==> config.mk <==
export PLATFORM = sky130hd
export DESIGN_NAME = dpfp_misc_unit
export DESIGN_NICKNAME = d
export VERILOG_FILES = /design/src/rtl/dpfp_pkg.sv /design/src/rtl/dpfp_classify.sv /design/src/rtl/dpfp_order.sv /design/src/rtl/dpfp_sgnj.sv /design/src/rtl/dpfp_misc_unit.sv
export SDC_FILE = /design/constraint.sdc
export NUM_CORES = 1
export LEC_CHECK = 0
export CAP_MARGIN = 15
export CORE_MARGIN = 2
export CORE_UTILIZATION = 35
export CTS_CLUSTER_DIAMETER = 50
export DETAILED_ROUTE_END_ITERATION = 16
export PLACE_DENSITY_LB_ADDON = 0.25
export SYNTH_ARGS = -nofsm -noshare
export SYNTH_HDL_FRONTEND = slang
export SYNTH_SLANG_ARGS = --single-unit
==> constraint.sdc <==
create_clock -name clk_i -period 1.4 [get_ports clk_i]
set_clock_uncertainty 0.05 [all_clocks]
set_input_delay 0.42 -clock clk_i [delete_from_list [all_inputs] [get_ports clk_i]]
set_output_delay 0.42 -clock clk_i [all_outputs]
set_load 0.02 [all_outputs]
==> src/rtl/dpfp_pkg.sv <==
package dpfp_pkg;
  typedef enum logic [2:0] {
    GRP_SGNJ   = 3'd0,
    GRP_MINMAX = 3'd1,
    GRP_CMP    = 3'd2,
    GRP_TOINT  = 3'd3,
    GRP_TOFP   = 3'd4
  } grp_e;

  localparam int unsigned CLS_W      = 10;
  localparam int unsigned CLS_NINF   = 0;
  localparam int unsigned CLS_NNORM  = 1;
  localparam int unsigned CLS_NSUB   = 2;
  localparam int unsigned CLS_NZERO  = 3;
  localparam int unsigned CLS_PZERO  = 4;
  localparam int unsigned CLS_PSUB   = 5;
  localparam int unsigned CLS_PNORM  = 6;
  localparam int unsigned CLS_PINF   = 7;
  localparam int unsigned CLS_SNAN   = 8;
  localparam int unsigned CLS_QNAN   = 9;
endpackage

==> src/rtl/dpfp_classify.sv <==
module dpfp_classify
  import dpfp_pkg::*;
#(
  parameter int unsigned EXP_W  = 11,
  parameter int unsigned FRAC_W = 52,
  localparam int unsigned WORD_W = 1 + EXP_W + FRAC_W
) (
  input  logic [WORD_W-1:0] val_i,
  output logic [CLS_W-1:0]  cls_o
);
  logic              sgn;
  logic [EXP_W-1:0]  ex;
  logic [FRAC_W-1:0] fr;
  logic exp_ones, exp_zero, frac_nz, finite_nz;

  assign sgn       = val_i[WORD_W-1];
  assign ex        = val_i[WORD_W-2:FRAC_W];
  assign fr        = val_i[FRAC_W-1:0];
  assign exp_ones  = &ex;
  assign exp_zero  = ~|ex;
  assign frac_nz   = |fr;
  assign finite_nz = ~exp_ones & ~exp_zero;

  always_comb begin
    cls_o            = '0;
    cls_o[CLS_NINF]  =  sgn & exp_ones & ~frac_nz;
    cls_o[CLS_NNORM] =  sgn & finite_nz;
    cls_o[CLS_NSUB]  =  sgn & exp_zero & frac_nz;
    cls_o[CLS_NZERO] =  sgn & exp_zero & ~frac_nz;
    cls_o[CLS_PZERO] = ~sgn & exp_zero & ~frac_nz;
    cls_o[CLS_PSUB]  = ~sgn & exp_zero & frac_nz;
    cls_o[CLS_PNORM] = ~sgn & finite_nz;
    cls_o[CLS_PINF]  = ~sgn & exp_ones & ~frac_nz;
    // quiet bit is the fraction MSB
    cls_o[CLS_SNAN]  = exp_ones & frac_nz & ~fr[FRAC_W-1];
    cls_o[CLS_QNAN]  = exp_ones & fr[FRAC_W-1];
  end
endmodule

==> src/rtl/dpfp_order.sv <==
module dpfp_order #(
  parameter int unsigned WORD_W = 64
) (
  input  logic [WORD_W-1:0] a_i,
  input  logic [WORD_W-1:0] b_i,
  input  logic              any_nan_i,
  input  logic              both_zero_i,
  output logic              lt_o,
  output logic              eq_o
);
  logic              sa, sb;
  logic [WORD_W-2:0] ma, mb;

  assign sa = a_i[WORD_W-1];
  assign sb = b_i[WORD_W-1];
  assign ma = a_i[WORD_W-2:0];
  assign mb = b_i[WORD_W-2:0];

  always_comb begin
    if (any_nan_i) begin
      lt_o = 1'b0;
      eq_o = 1'b0;
    end else if (both_zero_i) begin
      lt_o = 1'b0;
      eq_o = 1'b1;
    end else if (sa != sb) begin
      lt_o = sa;
      eq_o = 1'b0;
    end else begin
      // sign-magnitude: negative values order by reversed magnitude
      lt_o = sa ? (ma > mb) : (ma < mb);
      eq_o = (ma == mb);
    end
  end
endmodule

==> src/rtl/dpfp_sgnj.sv <==
module dpfp_sgnj #(
  parameter int unsigned WORD_W = 64
) (
  input  logic [WORD_W-1:0] a_i,
  input  logic [WORD_W-1:0] b_i,
  input  logic [1:0]        mode_i,
  output logic [WORD_W-1:0] res_o
);
  logic new_sgn;

  always_comb begin
    unique case (mode_i)
      2'd0:    new_sgn = b_i[WORD_W-1];
      2'd1:    new_sgn = ~b_i[WORD_W-1];
      default: new_sgn = a_i[WORD_W-1] ^ b_i[WORD_W-1];
    endcase
  end

  assign res_o = {new_sgn, a_i[WORD_W-2:0]};
endmodule

==> src/rtl/dpfp_misc_unit.sv <==
module dpfp_misc_unit
  import dpfp_pkg::*;
#(
  parameter int unsigned EXP_W  = 11,
  parameter int unsigned FRAC_W = 52,
  localparam int unsigned WORD_W = 1 + EXP_W + FRAC_W,
  localparam int unsigned NOPS   = 2
) (
  input  logic              clk_i,
  input  logic              rst_ni,
  input  logic              valid_i,
  input  logic [2:0]        grp_i,
  input  logic [2:0]        sub_i,
  input  logic [WORD_W-1:0] op_a_i,
  input  logic [WORD_W-1:0] op_b_i,
  output logic              valid_o,
  output logic [WORD_W-1:0] fp_res_o,
  output logic [WORD_W-1:0] int_res_o,
  output logic              int_dst_o,
  output logic              invalid_o,
  output logic              illegal_o
);
  logic [WORD_W-1:0] ops [NOPS];
  logic [CLS_W-1:0]  cls [NOPS];
  logic [NOPS-1:0]   is_nan, is_snan, is_zero;

  assign ops[0] = op_a_i;
  assign ops[1] = op_b_i;

  for (genvar i = 0; i < NOPS; i++) begin : g_cls
    dpfp_classify #(.EXP_W(EXP_W), .FRAC_W(FRAC_W)) u_cls (
      .val_i (ops[i]),
      .cls_o (cls[i])
    );
    assign is_nan[i]  = cls[i][CLS_SNAN] | cls[i][CLS_QNAN];
    assign is_snan[i] = cls[i][CLS_SNAN];
    assign is_zero[i] = cls[i][CLS_NZERO] | cls[i][CLS_PZERO];
  end

  logic unused_cls_b;
  assign unused_cls_b = ^{cls[1][CLS_PINF:CLS_PSUB], cls[1][CLS_NSUB:CLS_NINF]};

  logic a_lt_b, a_eq_b, b_lt_a, b_eq_a;

  dpfp_order #(.WORD_W(WORD_W)) u_ord_ab (
    .a_i         (op_a_i),
    .b_i         (op_b_i),
    .any_nan_i   (|is_nan),
    .both_zero_i (&is_zero),
    .lt_o        (a_lt_b),
    .eq_o        (a_eq_b)
  );

  dpfp_order #(.WORD_W(WORD_W)) u_ord_ba (
    .a_i         (op_b_i),
    .b_i         (op_a_i),
    .any_nan_i   (|is_nan),
    .both_zero_i (&is_zero),
    .lt_o        (b_lt_a),
    .eq_o        (b_eq_a)
  );

  logic [WORD_W-1:0] sgnj_res;

  dpfp_sgnj #(.WORD_W(WORD_W)) u_sgnj (
    .a_i    (op_a_i),
    .b_i    (op_b_i),
    .mode_i (sub_i[1:0]),
    .res_o  (sgnj_res)
  );

  logic [WORD_W-1:0] fp_d, int_d;
  logic              to_int_d, inv_d, ill_d;

  always_comb begin
    fp_d     = '0;
    int_d    = '0;
    to_int_d = 1'b0;
    inv_d    = 1'b0;
    ill_d    = 1'b0;
    unique case (grp_i)
      GRP_SGNJ: begin
        if (sub_i <= 3'd2) fp_d = sgnj_res;
        else               ill_d = 1'b1;
      end
      GRP_MINMAX: begin
        if (sub_i == 3'd0) begin
          fp_d  = (is_nan[1] || a_lt_b) ? op_a_i : op_b_i;
          inv_d = |is_snan;
        end else if (sub_i == 3'd1) begin
          fp_d  = (is_nan[1] || b_lt_a || b_eq_a) ? op_a_i : op_b_i;
          inv_d = |is_snan;
        end else begin
          ill_d = 1'b1;
        end
      end
      GRP_CMP: begin
        to_int_d = 1'b1;
        unique case (sub_i)
          3'd0: begin
            int_d[0] = a_lt_b | a_eq_b;
            inv_d    = |is_nan;
          end
          3'd1: begin
            int_d[0] = a_lt_b;
            inv_d    = |is_nan;
          end
          3'd2: begin
            int_d[0] = a_eq_b;
            inv_d    = |is_snan;
          end
          default: begin
            to_int_d = 1'b0;
            ill_d    = 1'b1;
          end
        endcase
      end
      GRP_TOINT: begin
        if (sub_i == 3'd0) begin
          int_d    = op_a_i;
          to_int_d = 1'b1;
        end else if (sub_i == 3'd1) begin
          int_d    = {{(WORD_W-CLS_W){1'b0}}, cls[0]};
          to_int_d = 1'b1;
        end else begin
          ill_d = 1'b1;
        end
      end
      GRP_TOFP: begin
        if (sub_i == 3'd0) fp_d = op_a_i;
        else               ill_d = 1'b1;
      end
      default: ill_d = 1'b1;
    endcase
  end

  always_ff @(posedge clk_i or negedge rst_ni) begin
    if (!rst_ni) begin
      valid_o   <= 1'b0;
      fp_res_o  <= '0;
      int_res_o <= '0;
      int_dst_o <= 1'b0;
      invalid_o <= 1'b0;
      illegal_o <= 1'b0;
    end else begin
      valid_o <= valid_i;
      if (valid_i) begin
        fp_res_o  <= fp_d;
        int_res_o <= int_d;
        int_dst_o <= to_int_d;
        invalid_o <= inv_d;
        illegal_o <= ill_d;
      end
    end
  end
endmodule

# Word level (Yosys, flattened, before mapping)
# Index checks and enable logic that the tools add are counted.
[word_totals]
register_bits = 132
latch_bits = 0
ramBits = 0
rom_bits = 0
input_bits = 137
output_inout_bits = 132
n_memories = 0
[classes]
n_addsub = 0
multipliers = 0
div = 0
n_lt_le_gt_ge = 5
eq_ne = 11
n_shift = 0
mux = 41
bitwise = 36
n_reduce_logical = 20
[op_table]
columns = ["operator", "count"]
rows = [
  ["$mux 64", 7],
  ["$pmux 64 s3", 1],
  ["$eq 63x63->1", 2],
  ["$gt 63x63->1", 2],
  ["$lt 63x63->1", 2],
  ["$reduce_or 52->1", 2],
  ["$mux 63", 1],
  ["$mux 1", 24],
  ["$and 1x1->1", 23],
  ["$reduce_and 11->1", 2],
  ["$reduce_or 11->1", 2],
  ["$mux 10", 1],
  ["$pmux 1 s2", 5],
  ["$eq 3x2->1 const B", 3],
  ["$reduce_or 2->1", 4],
  ["$not 1->1", 7],
  ["$eq 3x1->1 const B", 2],
  ["$logic_not 3->1", 2],
  ["$or 1x1->1", 5],
  ["$pmux 1 s4", 1],
  ["$eq 3x3->1 const B", 1],
  ["$le 3x2->1 const B", 1],
  ["$logic_or 1x1->1", 3],
  ["$pmux 1 s3", 1],
  ["7 further kinds", 9],
]

# Logic depth before layout (Yosys ltp)
[logic_depth]
ltp_word = 14
ltp_mapped = 14

# Hierarchy
# A second synthesis with hierarchy kept.
[hier_totals]
cells_unflattened = 1425
hier_area_um2 = 12194.2
[modules_own_cells]
columns = ["module", "n_inst", "cells_each", "area_each_um2"]
rows = [
  ["dpfp_misc_unit", 1, 806, 7772.5],
  ["dpfp_order (u_ord_ab)", 1, 242, 1692.9],
  ["dpfp_order (u_ord_ba)", 1, 231, 1684.1],
  ["dpfp_classify", 2, 40, 272.8],
  ["dpfp_sgnj", 1, 66, 499.2],
]

# Least setup slack after synthesis
# Ideal clock, no wire load.
[synth_timing]
path_kind = "input to register"
from = "input op_b_i[54]"
to = "register fp_res_o[0]"
setup_time_ns = 0.126
t_arrival_ns = 3.109
required_time_ns = 1.224
setup_slack_ns = -1.885
cell_stages = 14
path_cell_list = "inv_1 ha_1 nand4_1 or4_4 nor2_1 o2bb2ai_1 a2111oi_1 a21bo_1 a211oi_1 nor2_1 o21a_1 buf_6 buf_6 a221o_1"
[synth_between]
elab_chain_len = 14
elab_cells_between_ends = 38
cone_classes = "order compare: 4; eq/ne: 1; mux: 16; bitwise: 9; reduce/logical: 8"
[synth_rtl]
columns = ["item", "line_no", "source"]
rows = [
  ["start, declared", "dpfp_misc_unit.sv:15", "input logic [WORD_W-1:0] op_b_i,"],
  ["branches (longest 12 deep; another with $lt 63x63->1)", "n/a", ""],
  ["$mux 64 (*)", "dpfp_misc_unit.sv:87", "if (sub_i == 3'd0) begin"],
  ["$pmux 64 s3 (*)", "dpfp_misc_unit.sv:81", "unique case (grp_i)"],
  ["end signal, assigned", "dpfp_misc_unit.sv:148", "fp_res_o <= fp_d;"],
  ["end, declared", "dpfp_misc_unit.sv:17", "output logic [WORD_W-1:0] fp_res_o,"],
]
# Every way passes the cells marked *.
# A chain may end at the register's enable or synchronous reset.

# Worst setup path after layout
[layout_timing]
from = "input op_b_i[58]"
to = "register fp_res_o[63]"
# The elaborated chain is that of the path after synthesis.

==> qor.yml <==
status: "complete, but fails checks"
violations: "negative setup slack"
antenna_found_initial: 5
layout_commonest_cell: "buf_4"
p_leak_nw: 7.183
insertion_delay_ns: 0.42
grt_overflow: 0
grt_max_degree: 49
ys_ff_latch: 132
num_rows: 53
power.density_nw_per_um2: 761.4
critical_path_class: "primary input to register"
syn-mean-instance-area_um2: 10.46
power_switching_mw: 3.320
grtUsageTotal: 0.2884
min-delay-start: "op_b_i[26]"
maxSlewViolCount: 0
fin_crit_ns: 3.224
synthCells: 727
finalSetupViolations: 217
worstMarginPinSlew_ns: 0.4371
reg2reg_from: "int_res_o[0]"
fp.coreArea_um2: 21150
io_buffers: 268
drtPass1Iterations: 5
dpl_cell_area_um2: 12460
final_cell_mix: "buf_4 (262), buf_6 (191), dfrtp_1 (132)"
clockRootBuffer: "clkbuf_16"
yosysSeqAreaShare: 0.4346
async_reset_ff_frac: 1.000
cts_max_level: 4
via_per_inst: 5.621
setup_ws_ns: -1.824
grt_pass1_wl_mm: 49.73
synth_area_um2: 7601
totalWireLength_mm: 35.77
grt_pass1_vias: 8887
internal-power_mw: 8.182
synthSimpleGateAreaFrac: 0.1582
clkSlewWorstSetupHoldPaths_ns: 0.06
ioPinCount: 269
ant_nets: 0
area_delta_synth_final_pct: 98.75
synth_edf_count: 0
cts_tree: "built"
crit_fanout: 7
required_ns: 1.64
syn_nets: 927
design_area_um2: 15110
swShare: 0.2886
post-route-period-util: 2.303
rsz0062_at_grt: "yes"
cap_violations: 0
synth_compound_area_frac: 0.2324
synth_flop_cell: "dfrtp_1"
max_freq_ghz: 0.3102
synth_mux_area_frac: 0.002798
drc: 0
hold_viol_final: 0
peakVddDrop_mv: 0.6207
cts_sinks: 132
final_nets: 1482
synth_xor_area_frac: 0.001152
dp_cells: 1463
end_kind: "register"
hold_path.class: "primary input to register"
worst_setup_path_start_kind: "primary input"
cts_max_path_buffers: 2
numCtsBuffers: 17
fin_cells: 1574
drive_above_1_share: 0.6062
yosysWarnings: 0
routabilityCongestion: 0.9188
slew_headroom: 0.7080
p_seq_frac: 0.346
clkPwrFrac: 0.407
start_util: 0.3593
synth_top_family_by_area: "compound AO/OA/AOI/OAI gates"
wl_per_cell_um: 22.73
crit_start: "op_b_i[58]"
fin_util: 0.7141
place.detailed.hpwl_mm: 23.19
yosysUniqueCellTypes: 53
synthAdderAreaFrac: 0.1037
dr_total_vias: 8848
critical_path_arrival_ns: 3.46
combPwrFrac: 0.247
die_width_um: 151.4
drt_iter0_markers: 535
dieArea_um2: 22910
die_y_um: 151.4
==> logic make-up (layout without fill, tap and decap cells) <==
group / Yosys count / count (layout)
AOI/OAI and AO/OA: 214 / 215
xor gates and xnor gates: 1 / 1
adders and majority gates: 63 / 63
buffers and inverters: 110 / 677
DFF: 132 / 132
muxes: 2 / 2
other: 0 / 4
and+or+nand+nor: 205 / 205
==> layer usage <==
metal,track usage,part of all wire
met1,0.3694,0.40
met2,0.4667,0.48
met3,0.06084,0.076
met4,0.1336,0.042
met5,0,0.00036
==> worst paths after layout <==
check	slack (ns)	depth (start not counted)	to
max in group asynchronous	0.40	3	fp_res_o[7]
min in group asynchronous	0.40	2	fp_res_o[49]
worst max register to register	0.26	3	int_res_o[0]
worst min-delay path	0.21	2	fp_res_o[26]
worst max-delay path	-1.82	14	fp_res_o[63]
worst min register to register	0.48	1	int_res_o[59]
==> flip-flops by register name, indices dropped and copies added, names as in the netlist <==
signal     count
valid_o        1
int_dst_o      1
invalid_o      1
fp_res_o      64
int_res_o     64
illegal_o      1
==> cell type report <==
class                           count  area [um2]
Timing Repair Buffer              575        5360
Clock inverter                     13       171.4
Tap cell                          275       344.1
Clock buffer                       19       432.9
Sequential cell                   132        3303
Multi-Input combinational cell    486        5177
Fill cell                        1488        6047
Inverter                           70       307.8
Antenna cell                        4       10.01
==> cells in the mapped netlist, types with 2 or more instances <==
library cell	n	share of area
a211oi_1	3	0.0030
a21o_1	6	0.0059
a21oi_1	32	0.021
a221o_1	66	0.087
a221oi_1	3	0.0035
a22o_1	55	0.063
a31oi_1	7	0.0058
and2_1	2	0.0016
and3_1	3	0.0025
and4_1	2	0.0023
buf_6	13	0.019
clkbuf_1	26	0.013
dfrtp_1	132	0.43
ha_1	63	0.10
inv_1	69	0.034
nand2_1	15	0.0074
nand3_1	9	0.0059
nand3b_1	3	0.0030
nand4_1	25	0.021
nor2_1	19	0.0094
nor2b_1	76	0.063
nor3_1	6	0.0040
nor4_1	38	0.031
o21a_1	3	0.0030
o21ai_0	10	0.0066
o21ai_1	3	0.0020
o2bb2ai_1	10	0.012
o31a_1	2	0.0023
or3_1	2	0.0016
==> metrics by stage <==
stage | TNS [ns] | worst slack (ns) | total power [mW] | hold WS [ns]
floorplan | -119.74 | -1.781 | 4.820 | 0.07441
global placement | -228.69 | -2.651 | 6.287 | 0.2808
detailed placement | -232.92 | -2.720 | 6.330 | 0.2814
CTS | -180.87 | -1.689 | 11.22 | 0.2039
global route | -131.52 | -1.873 | 11.93 | 0.1954
finish | -121.47 | -1.824 | 11.50 | 0.2094
==> power groups by stage <==
stage	clock, mW	sequential (mW)	combinational [mW]
after floorplan	0	4.13	0.688
after detailed placement	0	4.03	2.30
after global routing	4.92	3.99	3.03
final	4.68	3.98	2.84
after global placement	0	4.03	2.26
after CTS	4.74	3.96	2.51
==> critical path, stage by stage <==
cell and delay [ns]:
buf_6 0.08, inv_2 0.04, ha_4 0.27, nand4_1 0.14, or4_4 0.63, nor2_4 0.13, o2bb2ai_4 0.13, a2111oi_4 0.07
a21bo_1 0.22, a221o_1 0.34, and3_4 0.19, o21a_4 0.30, buf_12 0.16, a221o_1 0.34
==> what timing repair did <==
item                                   4_1_cts  5_1_grt
endpoints found under the hold margin       23        0
pin swaps                                   79       92
buffers inserted                            19       44
resized for setup                          724      712
setup endpoints to repair                  261      261
hold buffers                                 1        0
cloned                                       3       12
Note: power is estimated with default switching activity, not from simulation.
